File: config.mk
export PLATFORM = sky130hd
export DESIGN_NAME = flash_cmd_ctrl
export DESIGN_NICKNAME = d
export VERILOG_FILES = /design/src/rtl/flash_cmd_pkg.sv /design/src/rtl/flash_cmd_decode.sv /design/src/rtl/flash_op_timer.sv /design/src/rtl/flash_cell_array.sv /design/src/rtl/flash_cmd_ctrl.sv
export SDC_FILE = /design/constraint.sdc
export NUM_CORES = 1
export LEC_CHECK = 0
export BUFFER_PORTS_ARGS = -buffer_cell sky130_fd_sc_hd__buf_2
export CAP_MARGIN = 0
export CORE_MARGIN = 2
export CORE_UTILIZATION = 56
export DETAILED_ROUTE_END_ITERATION = 10
export PLACE_DENSITY_LB_ADDON = 0.2
export SYNTH_ARGS = -nofsm -noshare
export SYNTH_HDL_FRONTEND = slang
export SYNTH_SLANG_ARGS = --single-unit
File: constraint.sdc
create_clock -name clk -period 5.76 [get_ports clk]
set_input_delay 1.152 -clock clk [delete_from_list [all_inputs] [get_ports clk]]
set_output_delay 1.152 -clock clk [all_outputs]
set_load 0.05 [all_outputs]
File: src/rtl/flash_cmd_pkg.sv
package flash_cmd_pkg;

  typedef enum logic [1:0] {RM_ARRAY, RM_IDENT, RM_STATUS} rmode_e;
  typedef enum logic [1:0] {SQ_IDLE, SQ_PROG, SQ_ERASE} seq_e;
  typedef enum logic [1:0] {OP_NONE, OP_PROG, OP_ERASE} op_e;
  typedef enum logic [3:0] {
    CMD_NONE, CMD_ARRAY, CMD_IDENT, CMD_STATUS, CMD_CLEAR,
    CMD_PROG, CMD_ERASE, CMD_CONFIRM, CMD_SUSPEND
  } cmd_e;

  localparam logic [7:0] K_ARRAY   = 8'hFF;
  localparam logic [7:0] K_IDENT   = 8'h90;
  localparam logic [7:0] K_STATUS  = 8'h70;
  localparam logic [7:0] K_CLEAR   = 8'h50;
  localparam logic [7:0] K_PROG_A  = 8'h40;
  localparam logic [7:0] K_PROG_B  = 8'h10;
  localparam logic [7:0] K_ERASE   = 8'h20;
  localparam logic [7:0] K_CONFIRM = 8'hD0;
  localparam logic [7:0] K_SUSPEND = 8'hB0;

  // a null program: all ones in the active data width
  function automatic logic f_all_ones(input logic [15:0] d, input logic word);
    return word ? (d == 16'hFFFF) : (d[7:0] == 8'hFF);
  endfunction

  // programming can only clear bits
  function automatic logic [15:0] f_prog_merge(input logic [15:0] old,
                                               input logic [15:0] d,
                                               input logic word);
    return old & (word ? d : {8'hFF, d[7:0]});
  endfunction

  function automatic logic [15:0] f_width_view(input logic [15:0] v, input logic word);
    return word ? v : {8'h00, v[7:0]};
  endfunction

  function automatic logic [7:0] f_status(input logic ready, input logic susp,
                                          input logic seq_err, input logic lock_err);
    return {ready, susp, seq_err, 3'b000, lock_err, 1'b0};
  endfunction

endpackage

File: src/rtl/flash_cmd_decode.sv
module flash_cmd_decode
  import flash_cmd_pkg::*;
(
  input  logic [7:0] code,
  output cmd_e       kind
);
  always_comb begin
    case (code)
      K_ARRAY:            kind = CMD_ARRAY;
      K_IDENT:            kind = CMD_IDENT;
      K_STATUS:           kind = CMD_STATUS;
      K_CLEAR:            kind = CMD_CLEAR;
      K_PROG_A, K_PROG_B: kind = CMD_PROG;
      K_ERASE:            kind = CMD_ERASE;
      K_CONFIRM:          kind = CMD_CONFIRM;
      K_SUSPEND:          kind = CMD_SUSPEND;
      default:            kind = CMD_NONE;
    endcase
  end
endmodule

File: src/rtl/flash_op_timer.sv
module flash_op_timer #(
  parameter int CW = 6
) (
  input  logic          clk,
  input  logic          rst_n,
  input  logic          start,
  input  logic [CW-1:0] load,
  input  logic          hold,
  output logic          running,
  output logic          done
);
  logic [CW-1:0] cnt_q;
  logic          run_q;

  assign running = run_q;
  assign done    = run_q && !hold && (cnt_q == '0);

  always_ff @(posedge clk) begin
    if (!rst_n) begin
      run_q <= 1'b0;
      cnt_q <= '0;
    end else if (start) begin
      run_q <= 1'b1;
      cnt_q <= load;
    end else if (done) begin
      run_q <= 1'b0;
    end else if (run_q && !hold) begin
      cnt_q <= cnt_q - 1'b1;
    end
  end
endmodule

File: src/rtl/flash_cell_array.sv
module flash_cell_array
  import flash_cmd_pkg::*;
#(
  parameter int BLK_BITS  = 2,
  parameter int WORD_BITS = 2
) (
  input  logic                 clk,
  input  logic                 apply_en,
  input  logic                 corrupt_en,
  input  op_e                  op_kind,
  input  logic [BLK_BITS-1:0]  op_blk,
  input  logic [WORD_BITS-1:0] op_word,
  input  logic [15:0]          op_data,
  input  logic                 op_wide,
  input  logic [BLK_BITS-1:0]  rd_blk,
  input  logic [WORD_BITS-1:0] rd_word,
  output logic [15:0]          rd_val
);
  localparam int IW     = BLK_BITS + WORD_BITS;
  localparam int NCELLS = 1 << IW;
  localparam int NWORDS = 1 << WORD_BITS;

  logic [15:0] mem [NCELLS];
  logic [IW-1:0] op_idx;

  assign op_idx = {op_blk, op_word};
  assign rd_val = mem[{rd_blk, rd_word}];

  always_ff @(posedge clk) begin
    if (corrupt_en || apply_en) begin
      if (op_kind == OP_PROG) begin
        mem[op_idx] <= corrupt_en ? 16'h0000
                                  : f_prog_merge(mem[op_idx], op_data, op_wide);
      end else if (op_kind == OP_ERASE) begin
        for (int w = 0; w < NWORDS; w++) begin
          mem[{op_blk, WORD_BITS'(w)}] <= corrupt_en ? 16'h0000 : 16'hFFFF;
        end
      end
    end
  end
endmodule

File: src/rtl/flash_cmd_ctrl.sv
module flash_cmd_ctrl
  import flash_cmd_pkg::*;
#(
  parameter int         ADDR_W    = 20,
  parameter int         BLK_LSB   = 12,
  parameter int         BLK_BITS  = 2,
  parameter int         WORD_BITS = 2,
  parameter int         PROG_LAT  = 8,
  parameter int         ERASE_LAT = 24,
  parameter int         BOOT_BLK  = 0,
  parameter logic [7:0] MFR_CODE  = 8'hA7,
  parameter logic [7:0] DEV_CODE  = 8'hC3
) (
  input  logic              clk,
  input  logic              rst_n,
  input  logic              wr_en,
  input  logic              rd_en,
  input  logic [ADDR_W-1:0] addr,
  input  logic [15:0]       wdata,
  input  logic              word_sel,
  input  logic              boot_unlock,
  output logic [15:0]       rdata,
  output logic              busy
);
  localparam int BLK_FW = ADDR_W - BLK_LSB;
  localparam int MAXLAT = (ERASE_LAT > PROG_LAT) ? ERASE_LAT : PROG_LAT;
  localparam int CW     = $clog2(MAXLAT) + 1;

  rmode_e mode_q;
  seq_e   seq_q;
  op_e    op_q;
  logic   susp_q, seq_err_q, lock_err_q;
  logic [BLK_BITS-1:0]  op_blk_q;
  logic [WORD_BITS-1:0] op_word_q;
  logic [15:0]          op_data_q;
  logic                 op_wide_q;

  cmd_e        cmd;
  logic        tmr_run, op_done;
  logic [7:0]  status_byte;
  logic [15:0] cell_val;

  // named events
  logic wr_ok, locked, ones;
  logic ev_null, ev_prog_start, ev_erase_start, ev_seq_err, ev_lock_err;
  logic ev_suspend, ev_resume, ev_start;

  flash_cmd_decode u_dec (.code(wdata[7:0]), .kind(cmd));

  assign busy        = tmr_run && !susp_q;
  assign status_byte = f_status(!busy, susp_q, seq_err_q, lock_err_q);
  assign wr_ok       = wr_en && !busy;
  assign locked      = (addr[ADDR_W-1:BLK_LSB] == BLK_FW'(BOOT_BLK)) && !boot_unlock;
  assign ones        = f_all_ones(wdata, word_sel);

  assign ev_null        = wr_ok && (seq_q == SQ_PROG) && ones;
  assign ev_prog_start  = wr_ok && (seq_q == SQ_PROG) && !ones && !locked;
  assign ev_erase_start = wr_ok && (seq_q == SQ_ERASE) && (cmd == CMD_CONFIRM) && !locked;
  assign ev_seq_err     = wr_ok && (seq_q == SQ_ERASE) && (cmd != CMD_CONFIRM);
  assign ev_lock_err    = wr_ok && locked &&
                          (((seq_q == SQ_PROG) && !ones) ||
                           ((seq_q == SQ_ERASE) && (cmd == CMD_CONFIRM)));
  assign ev_suspend     = wr_en && busy && (cmd == CMD_SUSPEND) &&
                          (op_q == OP_ERASE) && !op_done;
  assign ev_resume      = wr_ok && (seq_q == SQ_IDLE) && (cmd == CMD_CONFIRM) && susp_q;
  assign ev_start       = ev_prog_start || ev_erase_start;

  flash_op_timer #(.CW(CW)) u_tmr (
    .clk     (clk),
    .rst_n   (rst_n),
    .start   (ev_start),
    .load    (ev_prog_start ? CW'(PROG_LAT - 1) : CW'(ERASE_LAT - 1)),
    .hold    (susp_q),
    .running (tmr_run),
    .done    (op_done)
  );

  flash_cell_array #(.BLK_BITS(BLK_BITS), .WORD_BITS(WORD_BITS)) u_cells (
    .clk        (clk),
    .apply_en   (op_done),
    .corrupt_en (!rst_n && (op_q != OP_NONE)),
    .op_kind    (op_q),
    .op_blk     (op_blk_q),
    .op_word    (op_word_q),
    .op_data    (op_data_q),
    .op_wide    (op_wide_q),
    .rd_blk     (addr[BLK_LSB +: BLK_BITS]),
    .rd_word    (addr[0 +: WORD_BITS]),
    .rd_val     (cell_val)
  );

  always_ff @(posedge clk) begin
    if (!rst_n) begin
      mode_q     <= RM_ARRAY;
      seq_q      <= SQ_IDLE;
      op_q       <= OP_NONE;
      susp_q     <= 1'b0;
      seq_err_q  <= 1'b0;
      lock_err_q <= 1'b0;
      op_blk_q   <= '0;
      op_word_q  <= '0;
      op_data_q  <= '0;
      op_wide_q  <= 1'b0;
    end else begin
      if (op_done) op_q <= OP_NONE;
      if (ev_suspend) begin
        susp_q <= 1'b1;
        mode_q <= RM_STATUS;
      end
      if (ev_start) begin
        op_q      <= ev_prog_start ? OP_PROG : OP_ERASE;
        op_blk_q  <= addr[BLK_LSB +: BLK_BITS];
        op_word_q <= addr[0 +: WORD_BITS];
        op_data_q <= wdata;
        op_wide_q <= word_sel;
      end
      if (ev_seq_err)  seq_err_q  <= 1'b1;
      if (ev_lock_err) lock_err_q <= 1'b1;
      if (wr_ok) begin
        if (seq_q != SQ_IDLE) begin
          seq_q  <= SQ_IDLE;
          mode_q <= ev_null ? RM_ARRAY : RM_STATUS;
        end else begin
          case (cmd)
            CMD_ARRAY:  mode_q <= RM_ARRAY;
            CMD_IDENT:  mode_q <= RM_IDENT;
            CMD_STATUS: mode_q <= RM_STATUS;
            CMD_CLEAR: begin
              seq_err_q  <= 1'b0;
              lock_err_q <= 1'b0;
            end
            CMD_PROG:  if (!susp_q) seq_q <= SQ_PROG;
            CMD_ERASE: if (!susp_q) seq_q <= SQ_ERASE;
            CMD_CONFIRM: if (ev_resume) begin
              susp_q <= 1'b0;
              mode_q <= RM_STATUS;
            end
            default: ;
          endcase
        end
      end
    end
  end

  always_ff @(posedge clk) begin
    if (!rst_n) begin
      rdata <= '0;
    end else if (rd_en) begin
      if (busy || mode_q == RM_STATUS) rdata <= {8'h00, status_byte};
      else if (mode_q == RM_IDENT)     rdata <= {8'h00, addr[0] ? DEV_CODE : MFR_CODE};
      else                             rdata <= f_width_view(cell_val, word_sel);
    end
  end
endmodule

==> results.yml <==
logic_synthesis:
  yosys_warnings: 0
  synth-edff-count: 256
  synth_area_sq_um: 15100
  synth_cell_types: 67
  synth-seq-cells: 313
  syn_inst: 967
  syn_avg_cell_area_sq_um: 15.6
  syn-num-nets: 1010
  synth-main-ff-cell: "edfxtp_1"
  async_flop_share_pct: 0
  yosysSeqAreaShare_pct: 58.5
critical_path:
  rr_endpoint: "u_cells.mem[1][4]$_DFFE_PP_"
  start_kind: "register"
  worstRegToRegCells: 7
  reg2reg_from: "susp_q$_SDFF_PN0_"
  crit_path_max_fanout: 12
  cp_data_required_time_ns: 5.97
  crit_path_end_kind: "register"
  arrival_ns: 3.56
  critPathLaunch: "susp_q$_SDFF_PN0_"
  crit_type: "reg -> reg"
  r2r_slack_ns: 2.42
drt:
  drc: 0
  dr.pass1.iters: 5
  drt-initial-drc-count: 861
  vias_per_cell: 6.62
  ant_nets: 0
  avgRoutedWirePerCell_um: 27.1
  num_vias: 9151
  wirelength_um: 37500
worst_hold_path:
  hold_start: "op_data_q[9]$_SDFFE_PN0P_"
  min_path_cells: 2
  hold_path_end: "op_data_q[9]$_SDFFE_PN0P_"
  worstHoldPathType: "reg -> reg"
finish:
  layoutNonFillerInstCount: 1382
  syn2layout_area_growth_pct: 10.7
  fin_nets: 1057
  most-common-layout-cells: "edfxtp_1 (256), mux4_2 (137), nand2_1 (108)"
  layout_commonest_cell: "edfxtp_1"
  diodes: 0
  drive_gt1_share_pct: 27.9
global_routing:
  grt_pass1_wl_um: 55600
  overflow: 0
  grt_pass1_vias: 9015
  grt_max_degree: 46
  grt_usage_pct: 27.1
  antenna_found_initial: 0
sta:
  timing.hold.ws_ns: 0.460
  fin_skew_ns: 0.0222
  max_freq_mhz: 299
  drv_slew: 0
  min_period_ns: 3.34
  rsz0062_at_grt: "false"
  tns_ns: 0
  hold_viol: 0
  setup_violations: 0
  fin_crit_sh_pct: 58.0
  slew_headroom_pct: 15.3
  worst_slew_pin_slew_ns: 1.27
placed_design:
  gp_congestion: 0.833
  placedCellCount: 1318
  dp.final_hpwl_um: 23200
  portBuffers: 48
clock_network:
  clock_latency_ns: 0.52
  htreeDepth: 2
  cts.sinks: 313
  ctsHoldBuffers: 0
  cts_made_buffers: 35
  cts_tree: "done"
  post_cts.repair.setup_buffers: 0
  clock_path_buffers: 3
  root_buffer: "clkbuf_16"
  cts_resized: 0
  clkTransAtPathRegs_ns: 0.06
pwr:
  ir_drop_mv: 0.174
  p_leak_uw: 0.00589
  power_density_nw_per_um2: 287
floorplanning:
  core_region_area_sq_um: 26700
  die_x_um: 168
  dieArea_sq_um: 28300
  rows: 60
  io_pins: 59
  die_h_um: 168
  start_util_pct: 56.4
status:
  status: "complete, no violations"
job:
  max-cap-violations: 0
## final cells by class
type | count | area (sq um)
Fill cell | 1925 | 10000
Sequential cell | 313 | 8830
Multi-Input combinational cell | 569 | 5780
Clock buffer | 45 | 945
Timing Repair Buffer | 77 | 460
Tap cell | 341 | 427
Clock inverter | 19 | 181
Inverter | 18 | 67.6
## report_power, final
group	leakage, uW	internal [uW]	switching [uW]
registers	0.00310	2420	4.52
logic	0.00224	65.8	116
clock network	0.000545	1300	891
## synth_stat cells, drive strengths merged (2+ instances only)
| library cell | number | share of area (%) |
|---|---|---|
| a2111oi | 2 | 0.12 |
| a211oi | 12 | 0.60 |
| a21boi | 2 | 0.099 |
| a21o | 2 | 0.11 |
| a21oi | 31 | 1.0 |
| a22o | 11 | 0.64 |
| a31oi | 5 | 0.21 |
| a32oi | 2 | 0.12 |
| and2 | 11 | 0.46 |
| and3 | 3 | 0.12 |
| buf | 41 | 1.9 |
| clkbuf | 23 | 0.80 |
| dfxtp | 57 | 7.6 |
| dlygate4sd3 | 2 | 0.13 |
| edfxtp | 256 | 51 |
| inv | 18 | 0.45 |
| mux2i | 56 | 3.7 |
| mux4 | 137 | 20 |
| nand2 | 108 | 2.7 |
| nand2b | 32 | 1.3 |
| nand3 | 13 | 0.43 |
| nand3b | 4 | 0.20 |
| nand4 | 7 | 0.39 |
| nor2 | 35 | 0.87 |
| nor2b | 22 | 0.91 |
| nor3 | 6 | 0.20 |
| nor3b | 3 | 0.26 |
| nor4 | 3 | 0.22 |
| nor4b | 3 | 0.17 |
| o21a | 4 | 0.20 |
| o21ai | 15 | 0.50 |
| o22ai | 9 | 0.37 |
| or2 | 9 | 0.37 |
| xor2 | 2 | 0.12 |
## metal layers
metal,share of wire [%],global-route usage [%],vias up
li1,-,-,3935
met1,40,37.5,4707
met2,48,44.1,437
met3,9.7,5.74,72
met4,2.7,8.32,0
met5,0,0,-
## registers in the layout, indices dropped and copies added, names as in the netlist, named ones only
signal	flops
mode_q	2
seq_err_q	1
op_blk_q	2
u_tmr.running	1
u_tmr.cnt_q	6
op_word_q	2
lock_err_q	1
op_data_q	16
seq_q	2
rdata	16
u_cells.mem	256
op_q	2
op_wide_q	1
susp_q	1
## how the worst max path moves through the flow
stage | to | depth (start not counted)
after detailed placement | rdata[10]$_SDFFE_PN0P_ | 7
after global placement | rdata[10]$_SDFFE_PN0P_ | 7
after global routing | u_cells.mem[1][6]$_DFFE_PP_ | 7
final | u_cells.mem[1][4]$_DFFE_PP_ | 7
after floorplan | rdata[13]$_SDFFE_PN0P_ | 7
after CTS | u_cells.mem[1][6]$_DFFE_PP_ | 7
## metrics by stage
stage	setup WS (ns)	util, %	total power (uW)	area [sq um]
2_1_floorplan	2.97	-	2610	15100
3_3_place_gp	1.99	58.3	2650	15600
3_5_place_dp	2.00	58.3	2650	15600
4_1_cts	2.47	62.5	4810	16700
5_1_grt	2.30	62.5	4910	16700
6_report	2.42	62.5	4790	16700
## critical path: stages (launching register included)
cell	delay, ns
dfxtp_1	0.39
nand2b_1	0.40
inv_1	0.28
nand3_1	0.23
nand2_1	0.22
nand2_1	0.14
nor2_1	0.97
buf_4	0.40
## logic make-up after synthesis
| logic type | synth area share, % |
|---|---|
| DFF | 58.5 |
| and+or+nand+nor | 8.92 |
| muxes | 24.2 |
| AOI/OAI and AO/OA | 4.68 |
| buffers and inverters | 3.38 |
| xor gates and xnor gates | 0.174 |
| adders and majority gates | 0.0829 |
Power figures use the tool's default switching activity.
